[src/rtl/tpd_pkg.sv]
package tpd_pkg;

    localparam int ADDR_W   = 21;
    localparam int DATA_W   = 32;
    localparam int CHAN_W   = 8;
    localparam int NUM_CPU  = 2;
    localparam int BE_W     = DATA_W / 8;
    localparam int ALIGN_W  = $clog2(BE_W);
    localparam int TYPE_LSB = 10;
    localparam int CHAN_LSB = TYPE_LSB + 2;
    localparam int OFS_W    = ADDR_W - 1;

    localparam logic [DATA_W-1:0] UNLOCK_KEY = 32'h5A17_C0DE;
    localparam logic [OFS_W-1:0]  LOCK_OFS   = OFS_W'(0);
    localparam logic [OFS_W-1:0]  ENAB_OFS   = OFS_W'(4);

    typedef enum logic [1:0] {
        CMD_SINGLE = 2'b00,
        CMD_INCR   = 2'b01,
        CMD_WRAP   = 2'b10,
        CMD_RSVD   = 2'b11
    } cmd_e;

    typedef enum logic [1:0] {
        TGT_TRACE,
        TGT_LOCK,
        TGT_ENAB,
        TGT_HOLE
    } tgt_e;

    typedef struct packed {
        tgt_e              tgt;
        logic              proto_err;
        logic [CHAN_W-1:0] chan;
        logic              cpu;
        logic              ts;
    } dec_t;

    typedef struct packed {
        logic              valid;
        logic              err;
        logic [DATA_W-1:0] rdata;
    } rsp_t;

    typedef struct packed {
        logic              valid;
        logic [CHAN_W-1:0] chan;
        logic              cpu;
        logic              ts;
        logic [DATA_W-1:0] data;
    } msg_t;

    function automatic tgt_e map_target(input logic [ADDR_W-1:0] a);
        if (!a[ADDR_W-1])                  return TGT_TRACE;
        else if (a[OFS_W-1:0] == LOCK_OFS) return TGT_LOCK;
        else if (a[OFS_W-1:0] == ENAB_OFS) return TGT_ENAB;
        else                               return TGT_HOLE;
    endfunction

endpackage

[src/rtl/tpd_decode.sv]
module tpd_decode
    import tpd_pkg::*;
(
    input  logic [ADDR_W-1:0] addr,
    input  cmd_e              cmd,
    input  logic [BE_W-1:0]   be,
    output dec_t              dec
);

    logic bad_cmd;
    logic bad_be;
    logic bad_align;

    always_comb begin
        bad_cmd   = (cmd != CMD_SINGLE);
        bad_be    = (be != {BE_W{1'b1}});
        bad_align = (addr[ALIGN_W-1:0] != '0);

        dec.tgt       = map_target(addr);
        dec.proto_err = bad_cmd | bad_be | bad_align;
        dec.chan      = addr[CHAN_LSB +: CHAN_W];
        dec.cpu       = addr[TYPE_LSB+1];
        dec.ts        = addr[TYPE_LSB];
    end

endmodule

[src/rtl/tpd_cfg.sv]
module tpd_cfg
    import tpd_pkg::*;
(
    input  logic               clk,
    input  logic               rst,
    input  logic               req_valid,
    input  logic               req_write,
    input  logic               req_dbg,
    input  logic [DATA_W-1:0]  req_wdata,
    input  tgt_e               tgt,
    input  logic               proto_err,
    output logic               locked,
    output logic [NUM_CPU-1:0] enab,
    output logic               lock_fault,
    output logic [DATA_W-1:0]  cfg_rdata
);

    logic wr_ok;
    logic lock_we;
    logic enab_we;

    always_comb begin
        wr_ok      = req_valid & req_write & ~proto_err;
        lock_we    = wr_ok & (tgt == TGT_LOCK);
        lock_fault = wr_ok & (tgt == TGT_ENAB) & locked & ~req_dbg;
        enab_we    = wr_ok & (tgt == TGT_ENAB) & (~locked | req_dbg);
    end

    always_ff @(posedge clk) begin
        if (rst)          locked <= 1'b1;
        else if (lock_we) locked <= (req_wdata != UNLOCK_KEY);
    end

    for (genvar i = 0; i < NUM_CPU; i++) begin : g_en
        logic bit_q;
        always_ff @(posedge clk) begin
            if (rst)          bit_q <= 1'b0;
            else if (enab_we) bit_q <= req_wdata[i];
        end
        assign enab[i] = bit_q;
    end

    always_comb begin
        unique case (tgt)
            TGT_LOCK: cfg_rdata = {{(DATA_W-1){1'b0}}, locked};
            TGT_ENAB: cfg_rdata = {{(DATA_W-NUM_CPU){1'b0}}, enab};
            default:  cfg_rdata = '0;
        endcase
    end

    // a refused application write leaves the enable bits alone
    p_locked_hold_r10: assert property (@(posedge clk) disable iff (rst)
        lock_fault |=> $stable(enab));

    // the key opens the lock on the next cycle
    p_key_unlocks_r9: assert property (@(posedge clk) disable iff (rst)
        (req_valid && req_write && !proto_err && tgt == TGT_LOCK &&
         req_wdata == UNLOCK_KEY) |=> !locked);

    // hole writes and reads touch no register
    p_hole_inert_r8: assert property (@(posedge clk) disable iff (rst)
        (req_valid && tgt == TGT_HOLE) |=> ($stable(enab) && $stable(locked)));

    // erroneous accesses change no register
    p_err_inert_r13: assert property (@(posedge clk) disable iff (rst)
        (req_valid && proto_err) |=> ($stable(enab) && $stable(locked)));

endmodule

[src/rtl/tpd_resp.sv]
module tpd_resp
    import tpd_pkg::*;
(
    input  logic               clk,
    input  logic               rst,
    input  logic               req_valid,
    input  logic               req_write,
    input  logic [DATA_W-1:0]  req_wdata,
    input  dec_t               dec,
    input  logic               lock_fault,
    input  logic [DATA_W-1:0]  cfg_rdata,
    input  logic [NUM_CPU-1:0] enab,
    output rsp_t               rsp,
    output msg_t               msg
);

    logic              err_c;
    logic              fire_c;
    logic [DATA_W-1:0] rdata_c;

    always_comb begin
        err_c   = dec.proto_err | lock_fault;
        fire_c  = req_valid & req_write & ~err_c & (dec.tgt == TGT_TRACE)
                  & enab[dec.cpu];
        rdata_c = '0;
        if (!req_write && !err_c &&
            (dec.tgt == TGT_LOCK || dec.tgt == TGT_ENAB))
            rdata_c = cfg_rdata;
    end

    always_ff @(posedge clk) begin
        if (rst) begin
            rsp <= '0;
            msg <= '0;
        end else begin
            rsp.valid <= req_valid;
            rsp.err   <= req_valid & err_c;
            rsp.rdata <= req_valid ? rdata_c : '0;
            msg.valid <= fire_c;
            if (fire_c) begin
                msg.chan <= dec.chan;
                msg.cpu  <= dec.cpu;
                msg.ts   <= dec.ts;
                msg.data <= req_wdata;
            end
        end
    end

    // every request is answered on the following cycle, and only then
    p_resp_follow_r1: assert property (@(posedge clk) disable iff (rst)
        req_valid |=> rsp.valid);
    p_resp_quiet_r1: assert property (@(posedge clk) disable iff (rst)
        !req_valid |=> (!rsp.valid && !msg.valid));

    // a message only accompanies a clean response
    p_msg_clean_r5: assert property (@(posedge clk) disable iff (rst)
        msg.valid |-> (rsp.valid && !rsp.err));

    // errors carry no message and no data
    p_err_zero_r13: assert property (@(posedge clk) disable iff (rst)
        rsp.err |-> (!msg.valid && rsp.rdata == '0));

    // trace-window reads return zero
    p_trace_rd_zero_r7: assert property (@(posedge clk) disable iff (rst)
        (req_valid && !req_write && dec.tgt == TGT_TRACE)
        |=> (rsp.rdata == '0 && !msg.valid));

endmodule

[src/rtl/trace_port_decoder.sv]
module trace_port_decoder
    import tpd_pkg::*;
(
    input  logic              clk,
    input  logic              rst,
    input  logic              req_valid,
    input  logic              req_write,
    input  logic              req_dbg,
    input  logic [1:0]        req_cmd,
    input  logic [BE_W-1:0]   req_be,
    input  logic [ADDR_W-1:0] req_addr,
    input  logic [DATA_W-1:0] req_wdata,
    output logic              rsp_valid,
    output logic              rsp_err,
    output logic [DATA_W-1:0] rsp_rdata,
    output logic              msg_valid,
    output logic [CHAN_W-1:0] msg_chan,
    output logic              msg_cpu,
    output logic              msg_ts,
    output logic [DATA_W-1:0] msg_data
);

    dec_t               dec;
    rsp_t               rsp;
    msg_t               msg;
    logic               locked;
    logic [NUM_CPU-1:0] enab;
    logic               lock_fault;
    logic [DATA_W-1:0]  cfg_rdata;

    tpd_decode u_decode (
        .addr (req_addr),
        .cmd  (cmd_e'(req_cmd)),
        .be   (req_be),
        .dec  (dec)
    );

    tpd_cfg u_cfg (
        .clk        (clk),
        .rst        (rst),
        .req_valid  (req_valid),
        .req_write  (req_write),
        .req_dbg    (req_dbg),
        .req_wdata  (req_wdata),
        .tgt        (dec.tgt),
        .proto_err  (dec.proto_err),
        .locked     (locked),
        .enab       (enab),
        .lock_fault (lock_fault),
        .cfg_rdata  (cfg_rdata)
    );

    tpd_resp u_resp (
        .clk        (clk),
        .rst        (rst),
        .req_valid  (req_valid),
        .req_write  (req_write),
        .req_wdata  (req_wdata),
        .dec        (dec),
        .lock_fault (lock_fault),
        .cfg_rdata  (cfg_rdata),
        .enab       (enab),
        .rsp        (rsp),
        .msg        (msg)
    );

    assign rsp_valid = rsp.valid;
    assign rsp_err   = rsp.err;
    assign rsp_rdata = rsp.rdata;
    assign msg_valid = msg.valid;
    assign msg_chan  = msg.chan;
    assign msg_cpu   = msg.cpu;
    assign msg_ts    = msg.ts;
    assign msg_data  = msg.data;

    // a debugger write to the enable register is never refused
    p_dbg_never_locked_r11: assert property (@(posedge clk) disable iff (rst)
        (req_valid && req_write && req_dbg && dec.tgt == TGT_ENAB &&
         req_cmd == 2'b00 && req_be == {BE_W{1'b1}} && req_addr[1:0] == 2'b00)
        |=> !rsp_err);

    // reads are never refused for lock reasons
    p_read_unlocked_r12: assert property (@(posedge clk) disable iff (rst)
        (req_valid && !req_write && !dec.proto_err) |=> !rsp_err);

endmodule

[config.mk]
export PLATFORM = sky130hd
export DESIGN_NAME = trace_port_decoder
export DESIGN_NICKNAME = d
export VERILOG_FILES = /design/src/rtl/tpd_pkg.sv /design/src/rtl/tpd_decode.sv /design/src/rtl/tpd_cfg.sv /design/src/rtl/tpd_resp.sv /design/src/rtl/trace_port_decoder.sv
export SDC_FILE = /design/constraint.sdc
export NUM_CORES = 1
export LEC_CHECK = 0
export BUFFER_PORTS_ARGS = -buffer_cell sky130_fd_sc_hd__buf_2
export CORE_AREA = 2 2 89 91
export DETAILED_ROUTE_END_ITERATION = 16
export DIE_AREA = 0 0 91 93
export PLACE_DENSITY = 0.79
export SYNTH_ARGS = -nofsm -noshare
export SYNTH_HDL_FRONTEND = slang
export SYNTH_HIERARCHICAL = 1
export SYNTH_SLANG_ARGS = --single-unit
[constraint.sdc]
create_clock -name clk -period 4.9 [get_ports clk]
set_input_delay 0.98 -clock clk [delete_from_list [all_inputs] [get_ports clk]]
set_output_delay 0.98 -clock clk [all_outputs]
set_load 0.005 [all_outputs]
==> key figures <==
Outcome
  – Status: completed

Clocking
  – Inserted Clock Buffers: 9
  – Clock Latency Late Sink: 0.34 ns
  – Hold buffers post-CTS: 0
  – Worst-path clk slew: roughly 0.08 ns
  – H-tree levels: 3
  – Clock Sinks: 80
  – CTS tree: built
  – Maximum buffer depth of the clock tree: 2
  – Post-CTS Setup Repair Bufs: 0
  – Post-cts resize count: 0
  – CTS root buf: clkbuf_8

Setup path
  – Crit path DAT: 3.81 ns
  – Critical path startpoint category: primary input
  – Slowest-stage cell, CP: or4_4
  – Worst Reg2Reg Path Length in Cells: 4
  – Crit Path Class: in -> reg
  – Critical path endpoint category: flip-flop
  – CP cell instances: buf_2 > or4_4 > nor4_4 > a31oi_1 > inv_1 > ha_1 > nand4b_1 > nor3b_1 > nor2_1 > and4b_1 > and2_1
  – Crit-path max cell delay: ~0.55 ns
  – CP Max Fanout: 32
  – Req. time, crit path: 5.13 ns

Place
  – Gp weighted congestion: 0.7676
  – Pre-CTS WS: ~0.94 ns
  – PortBufs: 140
  – Detail Placement HPWL: 5.418 mm

STA
  – RSZ-0062 raised after global routing: no
  – Slew @ Worst Pin: 0.8392 ns
  – Fmax: 279.2 MHz
  – Setup_tns: 0 ns
  – Final Hold Violating Endpoints: 0
  – Max Slew Vio Count: 0
  – Final setup viols: 0
  – Minimum clock period: ~3.6 ns
  – Slew Limit Headroom: 44.01%
  – Setup Skew: between 0.015 and 0.02 ns
  – Min setup slack post-route: roughly 1.3 ns
  – Final period util: 73.08%

Worst hold path
  – Hold Crit Depth: 2
  – Hold Path Class: reg -> reg

Power
  – Peak supply drop: 0.0001378 V
  – Clock Power Share: 38.7%
  – Static leakage: roughly 2.0 nW
  – Net Sw Frac: 22.52%
  – Register share of total power: between 50% and 60%
  – Comb power frac: 6.2%
  – Internal power: 915.6 uW
  – P_sw: 266.1 uW
  – Power per cell area: around 270 nW/um^2

Synthesis
  – Sequential share of the synthesized area: 44.23%
  – Netlist Area Pre-Place: 3621 um^2
  – Main synth FF type: dfxtp_1
  – Post-synthesis cell type count: 34
  – Avg Cell Area, Syn: ~10 um^2
  – EDFF count, synth: 0
  – Ys async rst share: 0%
  – Syn Inst Count: ~350
  – Synth Warn #: 6
  – Seq cells post-synth: 80

Layout
  – Most frequent cells in the layout: buf_2, nand2b_1, dfxtp_1
  – Fill cell count: 710
  – Layout cell share with drive strength beyond 1: 34.30%
  – Commonest non-fill, non-tap cell in the layout: buf_2
  – Area delta synth->final: 19.59%
  – Ant diodes: 0
  – Register area: 1602 um^2
  – Post-layout nets: around 540
  – Multi-input logic area: 1652 um^2

Drt
  – Routed wire length: between 7 and 8 mm
  – DRT Pass-1 Iters: 4
  – Starting DRT DRC Count: 91
  – DR vias: 2599
  – Met3 wire len: 715 um
  – Wire per inst: 12.47 um
  – Antenna Nets Post-Route: 0
  – Remaining routing DRC violations: 0
  – Highest routed layer: met4
  – Met2 Routed Length: 3.101 mm
  – Wire length on met1: 3.332 mm
  – Via density: roughly 4.5

Global route
  – Vias in the first global route: 2522
  – Largest net degree at the start of global routing: 90
  – Overflow after GRT: 0
  – Total GRT Usage: roughly 17%
  – Initial antenna violation count: 0
  – First-pass GRT wire length: 11.60 mm

Floorplan
  – Die Area: 8463 um^2
  – I/O pins: 141
  – Row cnt: 32
  – Die Ht: 93 um
  – Initial Utilization: between 40% and 50%
  – Core area: 7527 um^2
  – Die Width: 91 um

Job
  – Max_cap viols: 0
worst max-delay path: cells and delay by family:
kind | cells | cell delay, ns
buffers and inverters | 2 | 0.18
adders and majority gates | 1 | 0.19
AOI/OAI and AO/OA | 1 | 0.16
and+or+nand+nor | 7 | 2.30
kinds of logic after synthesis:
group / count (synthesis) / share of synthesized area (%)
flip-flops: 80 / 44.23
multiplexers: 45 / 12.44
other: 1 / 0.1036
adder cells (fa/ha/maj): 3 / 1.037
AO/OA/AOI/OAI: 5 / 0.8293
AND/OR/NAND/NOR: 152 / 27.95
buffers and inverters: 67 / 13.41
flip-flops by register name, indices dropped and copies added, names as in the netlist:
register and flops:
u_resp/msg 43, u_resp/rsp 34, u_cfg/g_en.bit_q 2, u_cfg/locked 1
power by group through the flow:
stage	logic, mW	registers (mW)	clock network (mW)
after floorplan	0.0578	0.666	0
after global placement	0.0719	0.666	0
after detailed placement	0.0733	0.666	0
after CTS	0.0736	0.651	0.472
after global routing	0.0825	0.651	0.499
final	0.0736	0.651	0.458
metrics by stage:
stage | cells | hold slack [ns] | util, % | total power, mW | cell area (um^2)
final | 583 | 0.4741 | 57.53 | 1.182 | 4330
after global placement | 567 | 0.4550 | 54.99 | 0.7378 | 4139
after detailed placement | 567 | 0.4609 | 54.99 | 0.7392 | 4139
after floorplan | 382 | 0.4650 | - | 0.7238 | 3730
after global routing | 583 | 0.4900 | 57.53 | 1.232 | 4330
after CTS | 583 | 0.4751 | 57.53 | 1.196 | 4330
cell type report:
| cell class | count | share of cell area (%) |
|---|---|---|
| tap | 102 | 2.947 |
| clock buffer | 12 | 3.814 |
| sequential | 80 | 36.98 |
| clock inverter | 4 | 0.6068 |
| timing repair buffer | 142 | 16.82 |
| multi-input combinational | 235 | 38.14 |
| inverter | 8 | 0.6934 |
worst paths after layout:
path	start	end	slack (ns)
hold reg to reg	u_resp/msg[29]	u_resp/msg[29]	0.47
setup reg to reg	u_cfg/locked	u_resp/msg[36]	3.02
hold / removal	u_resp/msg[29]	u_resp/msg[29]	0.47
setup / recovery	req_addr[9]	u_resp/rsp[0]	1.32
routing by layer:
layer  GRT usage, %  up-vias
li1               -     1312
met1          21.73     1170
met2          26.79      105
met3          6.044       12
met4          6.439        0
met5              0        -
cells in the mapped netlist, types with 3 or more instances:
cell type | number | area share, %
clkbuf_1 | 9 | 0.93
mux2i_1 | 45 | 12
nor2b_1 | 4 | 0.69
and4bb_2 | 3 | 1.0
clkbuf_2 | 3 | 0.41
buf_4 | 42 | 8.7
dfxtp_1 | 80 | 44
nor4_1 | 3 | 0.52
nor2_1 | 5 | 0.52
nand2b_1 | 83 | 14
buf_12 | 4 | 2.2
nand4b_1 | 3 | 0.73
and2_1 | 33 | 5.7
ha_1 | 3 | 1.0
inv_1 | 8 | 0.83
(Power assumes the default switching activity.)
